<file path="src/rtl/uart_autoflow_pkg.sv">
package uart_autoflow_pkg;

    localparam int unsigned BYTE_W = 8;
    localparam int unsigned CMP_W  = 16;

    // positions inside mode_cfg
    localparam int unsigned MODE_CTS = 2;
    localparam int unsigned MODE_RTS = 1;
    localparam int unsigned MODE_SPC = 0;

    typedef struct packed {
        logic cts_gate;
        logic rts_auto;
        logic spc_det;
    } flow_mode_t;

    typedef enum logic {
        RTS_GO   = 1'b0,
        RTS_HALT = 1'b1
    } rts_state_e;

    typedef struct packed {
        logic              valid;
        logic [BYTE_W-1:0] data;
    } rx_beat_t;

    function automatic flow_mode_t decode_mode(input logic [2:0] cfg);
        flow_mode_t m;
        m.cts_gate = cfg[MODE_CTS];
        m.rts_auto = cfg[MODE_RTS];
        m.spc_det  = cfg[MODE_SPC];
        return m;
    endfunction

    function automatic logic [CMP_W-1:0] scale_nibble(input logic [3:0] nib,
                                                      input int unsigned sh);
        return CMP_W'(nib) << sh;
    endfunction

endpackage

</file>
<file path="src/rtl/uaf_tx_gate.sv">
module uaf_tx_gate #(
    parameter int unsigned SYNC_STAGES = 2
) (
    input  logic clk,
    input  logic rst,
    input  logic gate_en,
    input  logic cts_pin,
    input  logic tx_busy,
    output logic tx_permit
);

    logic cts_sync;

    generate
        if (SYNC_STAGES <= 1) begin : g_one
            logic s_q;
            always_ff @(posedge clk) begin
                if (rst) s_q <= 1'b0;
                else     s_q <= cts_pin;
            end
            assign cts_sync = s_q;
        end else begin : g_chain
            logic [SYNC_STAGES-1:0] s_q;
            always_ff @(posedge clk) begin
                if (rst) s_q <= '0;
                else     s_q <= {s_q[SYNC_STAGES-2:0], cts_pin};
            end
            assign cts_sync = s_q[SYNC_STAGES-1];
        end
    endgenerate

    // only the start of a frame is held off; a frame in flight finishes
    always_comb begin
        tx_permit = 1'b1;
        if (gate_en && cts_sync && !tx_busy)
            tx_permit = 1'b0;
    end

endmodule

</file>
<file path="src/rtl/uaf_rts_ctrl.sv">
module uaf_rts_ctrl
    import uart_autoflow_pkg::*;
#(
    parameter int unsigned LVL_W    = 7,
    parameter int unsigned SCALE_SH = 2
) (
    input  logic             clk,
    input  logic             rst,
    input  logic             auto_en,
    input  logic             rts_manual,
    input  logic [3:0]       halt_nib,
    input  logic [3:0]       resume_nib,
    input  logic [LVL_W-1:0] rx_level,
    output logic             rts
);

    rts_state_e       state_q, state_d;
    logic [CMP_W-1:0] halt_lvl, resume_lvl, level_ext;
    logic             at_halt, at_resume;

    always_comb begin
        halt_lvl   = scale_nibble(halt_nib, SCALE_SH);
        resume_lvl = scale_nibble(resume_nib, SCALE_SH);
        level_ext  = CMP_W'(rx_level);
        at_halt    = level_ext >= halt_lvl;
        at_resume  = level_ext <= resume_lvl;
    end

    always_comb begin
        state_d = state_q;
        if (!auto_en)       state_d = RTS_GO;
        else if (at_halt)   state_d = RTS_HALT;
        else if (at_resume) state_d = RTS_GO;
    end

    always_ff @(posedge clk) begin
        if (rst) state_q <= RTS_GO;
        else     state_q <= state_d;
    end

    assign rts = auto_en ? (state_q == RTS_HALT) : rts_manual;

endmodule

</file>
<file path="src/rtl/uaf_spchar_det.sv">
module uaf_spchar_det
    import uart_autoflow_pkg::*;
(
    input  logic              clk,
    input  logic              rst,
    input  logic              det_en,
    input  logic [BYTE_W-1:0] spchar,
    input  logic              rx_valid,
    input  logic [BYTE_W-1:0] rx_data,
    input  logic              iir_rd,
    output logic              fifo_wr,
    output logic [BYTE_W-1:0] fifo_wdata,
    output logic              spchar_flag
);

    rx_beat_t beat_q;
    logic     flag_q;
    logic     hit;

    assign hit = det_en && rx_valid && (rx_data == spchar);

    always_ff @(posedge clk) begin
        if (rst) begin
            beat_q <= '0;
        end else begin
            beat_q.valid <= rx_valid;
            if (rx_valid) beat_q.data <= rx_data;
        end
    end

    // a fresh match outranks a clearing read in the same cycle
    always_ff @(posedge clk) begin
        if (rst)         flag_q <= 1'b0;
        else if (hit)    flag_q <= 1'b1;
        else if (iir_rd) flag_q <= 1'b0;
    end

    assign fifo_wr     = beat_q.valid;
    assign fifo_wdata  = beat_q.data;
    assign spchar_flag = flag_q;

endmodule

</file>
<file path="src/rtl/uart_autoflow.sv">
module uart_autoflow
    import uart_autoflow_pkg::*;
#(
    parameter int unsigned FIFO_DEPTH  = 64,
    parameter int unsigned SCALE_SH    = 2,
    parameter int unsigned SYNC_STAGES = 2,
    parameter int unsigned LVL_W       = $clog2(FIFO_DEPTH + 1)
) (
    input  logic             clk,
    input  logic             rst,
    input  logic [2:0]       mode_cfg,
    input  logic [7:0]       thresh_cfg,
    input  logic [7:0]       spchar,
    input  logic [LVL_W-1:0] rx_level,
    input  logic             rx_valid,
    input  logic [7:0]       rx_data,
    input  logic             iir_rd,
    input  logic             cts_pin,
    input  logic             tx_busy,
    input  logic             rts_manual,
    output logic             rts,
    output logic             tx_permit,
    output logic             spchar_flag,
    output logic             fifo_wr,
    output logic [7:0]       fifo_wdata
);

    flow_mode_t mode;
    assign mode = decode_mode(mode_cfg);

    uaf_tx_gate #(
        .SYNC_STAGES(SYNC_STAGES)
    ) u_tx_gate (
        .clk       (clk),
        .rst       (rst),
        .gate_en   (mode.cts_gate),
        .cts_pin   (cts_pin),
        .tx_busy   (tx_busy),
        .tx_permit (tx_permit)
    );

    uaf_rts_ctrl #(
        .LVL_W    (LVL_W),
        .SCALE_SH (SCALE_SH)
    ) u_rts_ctrl (
        .clk        (clk),
        .rst        (rst),
        .auto_en    (mode.rts_auto),
        .rts_manual (rts_manual),
        .halt_nib   (thresh_cfg[3:0]),
        .resume_nib (thresh_cfg[7:4]),
        .rx_level   (rx_level),
        .rts        (rts)
    );

    uaf_spchar_det u_spchar_det (
        .clk         (clk),
        .rst         (rst),
        .det_en      (mode.spc_det),
        .spchar      (spchar),
        .rx_valid    (rx_valid),
        .rx_data     (rx_data),
        .iir_rd      (iir_rd),
        .fifo_wr     (fifo_wr),
        .fifo_wdata  (fifo_wdata),
        .spchar_flag (spchar_flag)
    );

endmodule

</file>
<file path="config.mk">
export PLATFORM = sky130hd
export DESIGN_NAME = uart_autoflow
export DESIGN_NICKNAME = d
export VERILOG_FILES = /design/src/rtl/uart_autoflow_pkg.sv /design/src/rtl/uaf_tx_gate.sv /design/src/rtl/uaf_rts_ctrl.sv /design/src/rtl/uaf_spchar_det.sv /design/src/rtl/uart_autoflow.sv
export SDC_FILE = /design/constraint.sdc
export NUM_CORES = 1
export LEC_CHECK = 0
export BUFFER_PORTS_ARGS = -buffer_cell sky130_fd_sc_hd__buf_2
export CORE_ASPECT_RATIO = 0.7
export CORE_MARGIN = 2
export CORE_UTILIZATION = 39
export DETAILED_ROUTE_END_ITERATION = 8
export HOLD_SLACK_MARGIN = 0.05
export PLACE_DENSITY = 0.75
export SLEW_MARGIN = 5
export SYNTH_ARGS = -nofsm -noshare
export SYNTH_HDL_FRONTEND = slang
export SYNTH_SLANG_ARGS = --single-unit
</file>
<file path="constraint.sdc">
create_clock -name clk -period 2.1 [get_ports clk]
set_input_delay 0.42 -clock clk [delete_from_list [all_inputs] [get_ports clk]]
set_output_delay 0.42 -clock clk [all_outputs]
set_load 0.01 [all_outputs]
</file>
Word level (Yosys, flattened, before mapping)
Index checks and enable logic that the tools add are counted.
Operators by class
  $lt $le $gt $ge: 2
  equal/unequal tests: 1
  multiplexer cells: 6
  bitwise logic cells: 1
  reductions and logical operators: 8
Operator list (count)
  $eq A8 B8 Y1: 1
  $ge A7 B6 Y1: 1
  $le A7 B6 Y1: 1
  $mux W1: 6
  $logic_and A1 B1 Y1: 4
  $reduce_bool A2 Y1: 2
  $reduce_or A2 Y1: 1
  $logic_not A1 Y1: 1
  $not A1 Y1: 1
Word-level totals
  bits in registers: 13
  logic and storage cells: 23

Depth between registers and ports, before layout
  depth after elaboration: 3
  gate-level depth with buffers: 6
  mapped depth without buffers: 6

Cells and area by module
A second synthesis with hierarchy kept.
Unflattened totals
  cell total of the unflattened synthesis: 80
  area, all modules: 775.7 um2
Modules (own cells, without submodules)
  uaf_spchar_det: instances 1, cells each 43, area an instance 461.7 um2, seq. area each 200.2 um2
  uaf_rts_ctrl: instances 1, cells each 32, area an instance 254.0 um2, seq. area each 20.0 um2
  uaf_tx_gate: instances 1, cells each 5, area an instance 60.1 um2, seq. area each 40.0 um2

Worst setup path before layout
OpenSTA, ideal clock, no wires.
  path type: input -> register
  start: input port thresh_cfg[7]
  end: register u_rts_ctrl.state_q
  setup time: 0.122 ns
  arrival time: 1.512 ns
  required time: 1.978 ns
  path slack: 0.466 ns
  stages: 6
  buffers on the path: 0
  cell sequence: inv_1 -> ha_1 -> nand3_1 -> or4_1 -> a32oi_1 -> a21oi_1
Between the ends
  longest elaborated chain between the ends: 2
Ends and longest elaborated chain
  from (decl): RTL line uart_autoflow.sv:12  | input logic [7:0] thresh_cfg,
  $le A7 B6 Y1: RTL line uaf_rts_ctrl.sv:26  | at_resume = level_ext <= resume_lvl;
  $reduce_bool A2 Y1 (no source line)
  to (signal assigned): RTL line uaf_rts_ctrl.sv:38  | else state_q <= state_d;
  to (decl): RTL line uaf_rts_ctrl.sv:17  | rts_state_e state_q, state_d;
No other way between the ends.
A chain may end at the register's enable or synchronous reset.

Final worst setup path
  start: input port rx_level[5]
  end: register u_rts_ctrl.state_q
Between the ends
  longest elaborated chain between the ends: 2
  elaborated cells between the ends (all ways): 4
  classes of those cells: 2 x order compare; 1 x mux; 1 x reduce/logical
Ends and longest elaborated chain
  from (decl): RTL line uart_autoflow.sv:14  | input logic [LVL_W-1:0] rx_level,
  $ge A7 B6 Y1 / $le A7 B6 Y1 (equally long branches): RTL line uaf_rts_ctrl.sv:25, uaf_rts_ctrl.sv:26
  $mux W1 / $reduce_bool A2 Y1 (equally long branches)
Parallel ways exist; a longest one is shown, timed or not.

==> flow_metrics.env <==
export IMPL_relSlewSlack=0.8312
export IMPL_ctsHoldBuffers=0
export IMPL_critPathRequiredTime_ns=2.26
export IMPL_holdCritPathClass="input port to flop"
export IMPL_dieArea_um2=2245
export IMPL_ys_ff_latch=13
export IMPL_fin_util=0.5745
export IMPL_start_util=0.4054
export IMPL_p_per_area_nw_per_um2=528.9
export IMPL_arrival_ns=1.73
export IMPL_cts_root_buffer_cell="clkbuf_4"
export IMPL_synth_cell_types=23
export IMPL_fin_crit_ns=1.569
export IMPL_port_buffers=52
export IMPL_die_width_um=55.78
export IMPL_crit_chain="buf_2 -> ha_1 -> nand3_1 -> or4_1 -> a32oi_1 -> a21oi_1"
export IMPL_postCtsSetupBuffers=0
export IMPL_placed_cell_area_um2=1011
export IMPL_area_growth_pct=41.71
export IMPL_final_period_utilization=0.7471
export IMPL_tns_ns=0
export IMPL_grt_max_degree=14
export IMPL_synth_area_leaders="dfxtp_1 36%, ha_1 14%, mux2i_1 11%"
export IMPL_crit_type="input port to flop"
export IMPL_ys_warn_count=0
export IMPL_syn_cell_area_um2=732.0
export IMPL_finalWirelength_um=1712
export IMPL_crit_start="rx_level[5]"
export IMPL_avgSynthCellArea_um2=9.036
export IMPL_cp_start_kind="input port"
export IMPL_crit_family="simple AND/OR/NAND/NOR gates"
export IMPL_hold_viol=0
export IMPL_seqCellArea_um2=260.3
export IMPL_cts_tree="yes"
export IMPL_first_global_vias=669
export IMPL_setup_viol=0
export IMPL_cpPeakStageDelay_ns=0.48
export IMPL_worst_path_max_delay_cell="or4_1"
export IMPL_cts_buffer_depth=2
export IMPL_tightestPinTransition_ns=0.2532
export IMPL_numCtsBuffers=3
export IMPL_grt_overflow=0
export IMPL_n_fill_cell=174
export IMPL_ant_nets=0
export IMPL_synth_most_common_cell="dfxtp_1"
export IMPL_num_vias=723
export IMPL_synth_edf_count=0
export IMPL_synth_main_ff_cell="dfxtp_1"
export IMPL_irDropWorstVdd_mv=0.3938
export IMPL_post_cts_resized=0
export IMPL_gp_congestion=0.7912
export IMPL_async_flop_share=0
export IMPL_critical_path_max_fanout=2
export IMPL_io_pins=53
export IMPL_power_leakage_nw=0.5679
export IMPL_nets=185
export IMPL_worst_path_buf_inv=1
export IMPL_yosysSeqAreaShare=0.3556
export IMPL_drive_gt1_frac=0.4148
export IMPL_synth_common_cells="13 x dfxtp_1, 10 x nor2_1, 8 x ha_1, 8 x inv_1, 8 x mux2i_1"
export IMPL_fin_worst_skew_ns=0.00006706
export IMPL_final_area_um2=1037
export IMPL_yosysTopAreaCell="dfxtp_1"
export IMPL_critPathCaptureType="flop"
export IMPL_die_h_um=40.25
export IMPL_yosysTopAreaCellShare=0.3556
export IMPL_max_cap_viol_count=0
export IMPL_grt_usage=0.1580
export IMPL_antenna_found_initial=0
export IMPL_syn_inst=81
export IMPL_wl_per_cell_um=10.90
export IMPL_outcome="completed"
export IMPL_grt_setup_unrepaired="no"
export IMPL_clock_fmax_mhz=637.4
export IMPL_timing_rr_start="u_rts_ctrl.state_q"
export IMPL_grt_pass1_wl_um=2670
export IMPL_synth_fp_nets=130
export IMPL_slew_violations=0
export IMPL_viasPerCell=4.605
export IMPL_cts_sink_count=13
export IMPL_cts_clk_slew_worst_paths_ns=0.07
export IMPL_rows=13
export IMPL_core_area_um2=1805
export IMPL_drt_pass1_iter_count=3
export IMPL_insertion_delay_ns=0.27
export IMPL_cts_max_level=1
export IMPL_drt_initial_drc_count=11
export IMPL_hpwl_um=1509
export IMPL_diodes=0
export IMPL_drc_errors=0
export IMPL_multiInputGateArea_um2=432.9
export IMPL_min_from="cts_pin"
per-stage QoR:
stage | total power [mW] | std cells | hold WS (ns) | worst slack, ns
after detailed placement | 0.4070 | 153 | 0.4464 | 0.2548
after CTS | 0.5583 | 157 | 0.3507 | 0.5410
final | 0.5486 | 157 | 0.3640 | 0.5310
after floorplan | 0.3396 | 81 | 0.4138 | 0.4658
after global routing | 0.5849 | 157 | 0.3639 | 0.4585
after global placement | 0.4012 | 153 | 0.4162 | 0.3221
cell families after synthesis:
kind of cell | share of synthesized area
AND/OR/NAND/NOR | 0.1761
flip-flops | 0.3556
buffers and inverters | 0.05298
multiplexers | 0.1248
XOR/XNOR | 0.09572
adder cells (fa/ha/maj) | 0.1368
AO/OA/AOI/OAI | 0.05812
metal layers:
metal  up-vias  global-route usage  wire, µm  part of all wire
li1        385                   -         -                 -
met1       319              0.1727       749              0.44
met2        17              0.3095       895              0.52
met3         2             0.03548        54             0.032
met4         0             0.07317        13            0.0076
met5         -                   0         0                 0
worst paths after layout:
kind | endpoint | slack [ns] | cells past startpoint
min | u_tx_gate.g_chain.s_q[0] | 0.36 | 2
min reg2reg | u_tx_gate.g_chain.s_q[1] | 0.45 | 1
max | u_rts_ctrl.state_q | 0.53 | 6
max reg2reg | u_rts_ctrl.state_q | 1.41 | 2
state kept, by name (all words and copies together), names as in the netlist:
register                  cells
u_spchar_det.fifo_wdata       8
u_tx_gate.g_chain.s_q         2
u_rts_ctrl.state_q            1
u_spchar_det.fifo_wr          1
u_spchar_det.spchar_flag      1
layout make-up:
type,instances,area share
sequential,13,0.2509
tap,22,0.02654
clock buffer,4,0.02533
timing repair buffer,52,0.2509
multi-input combinational,58,0.4174
inverter,8,0.02895
where the power goes:
group	internal (mW)	switching [mW]	leakage [nW]
combinational	0.0712	0.0646	0.446
sequential	0.259	0.00516	0.107
clock	0.0735	0.0748	0.0150
total	0.404	0.145	0.568
cell usage in the layout (no fill, tap or decap), drive strengths merged, types with 2 or more instances in the layout:
| cell | Yosys | layout |
|---|---|---|
| buf | 1 | 52 |
| dfxtp | 13 | 13 |
| nor2 | 10 | 10 |
| inv | 8 | 8 |
| mux2i | 8 | 8 |
| ha | 8 | 8 |
| xnor2 | 4 | 4 |
| xor2 | 4 | 4 |
| clkbuf | 1 | 4 |
| nor2b | 3 | 3 |
| nand2 | 3 | 3 |
| a21oi | 3 | 3 |
| nand3 | 2 | 2 |
| nor4 | 2 | 2 |
| o21ai | 2 | 2 |
| nand2b | 2 | 2 |
Note: power is estimated with default switching activity, not from simulation.
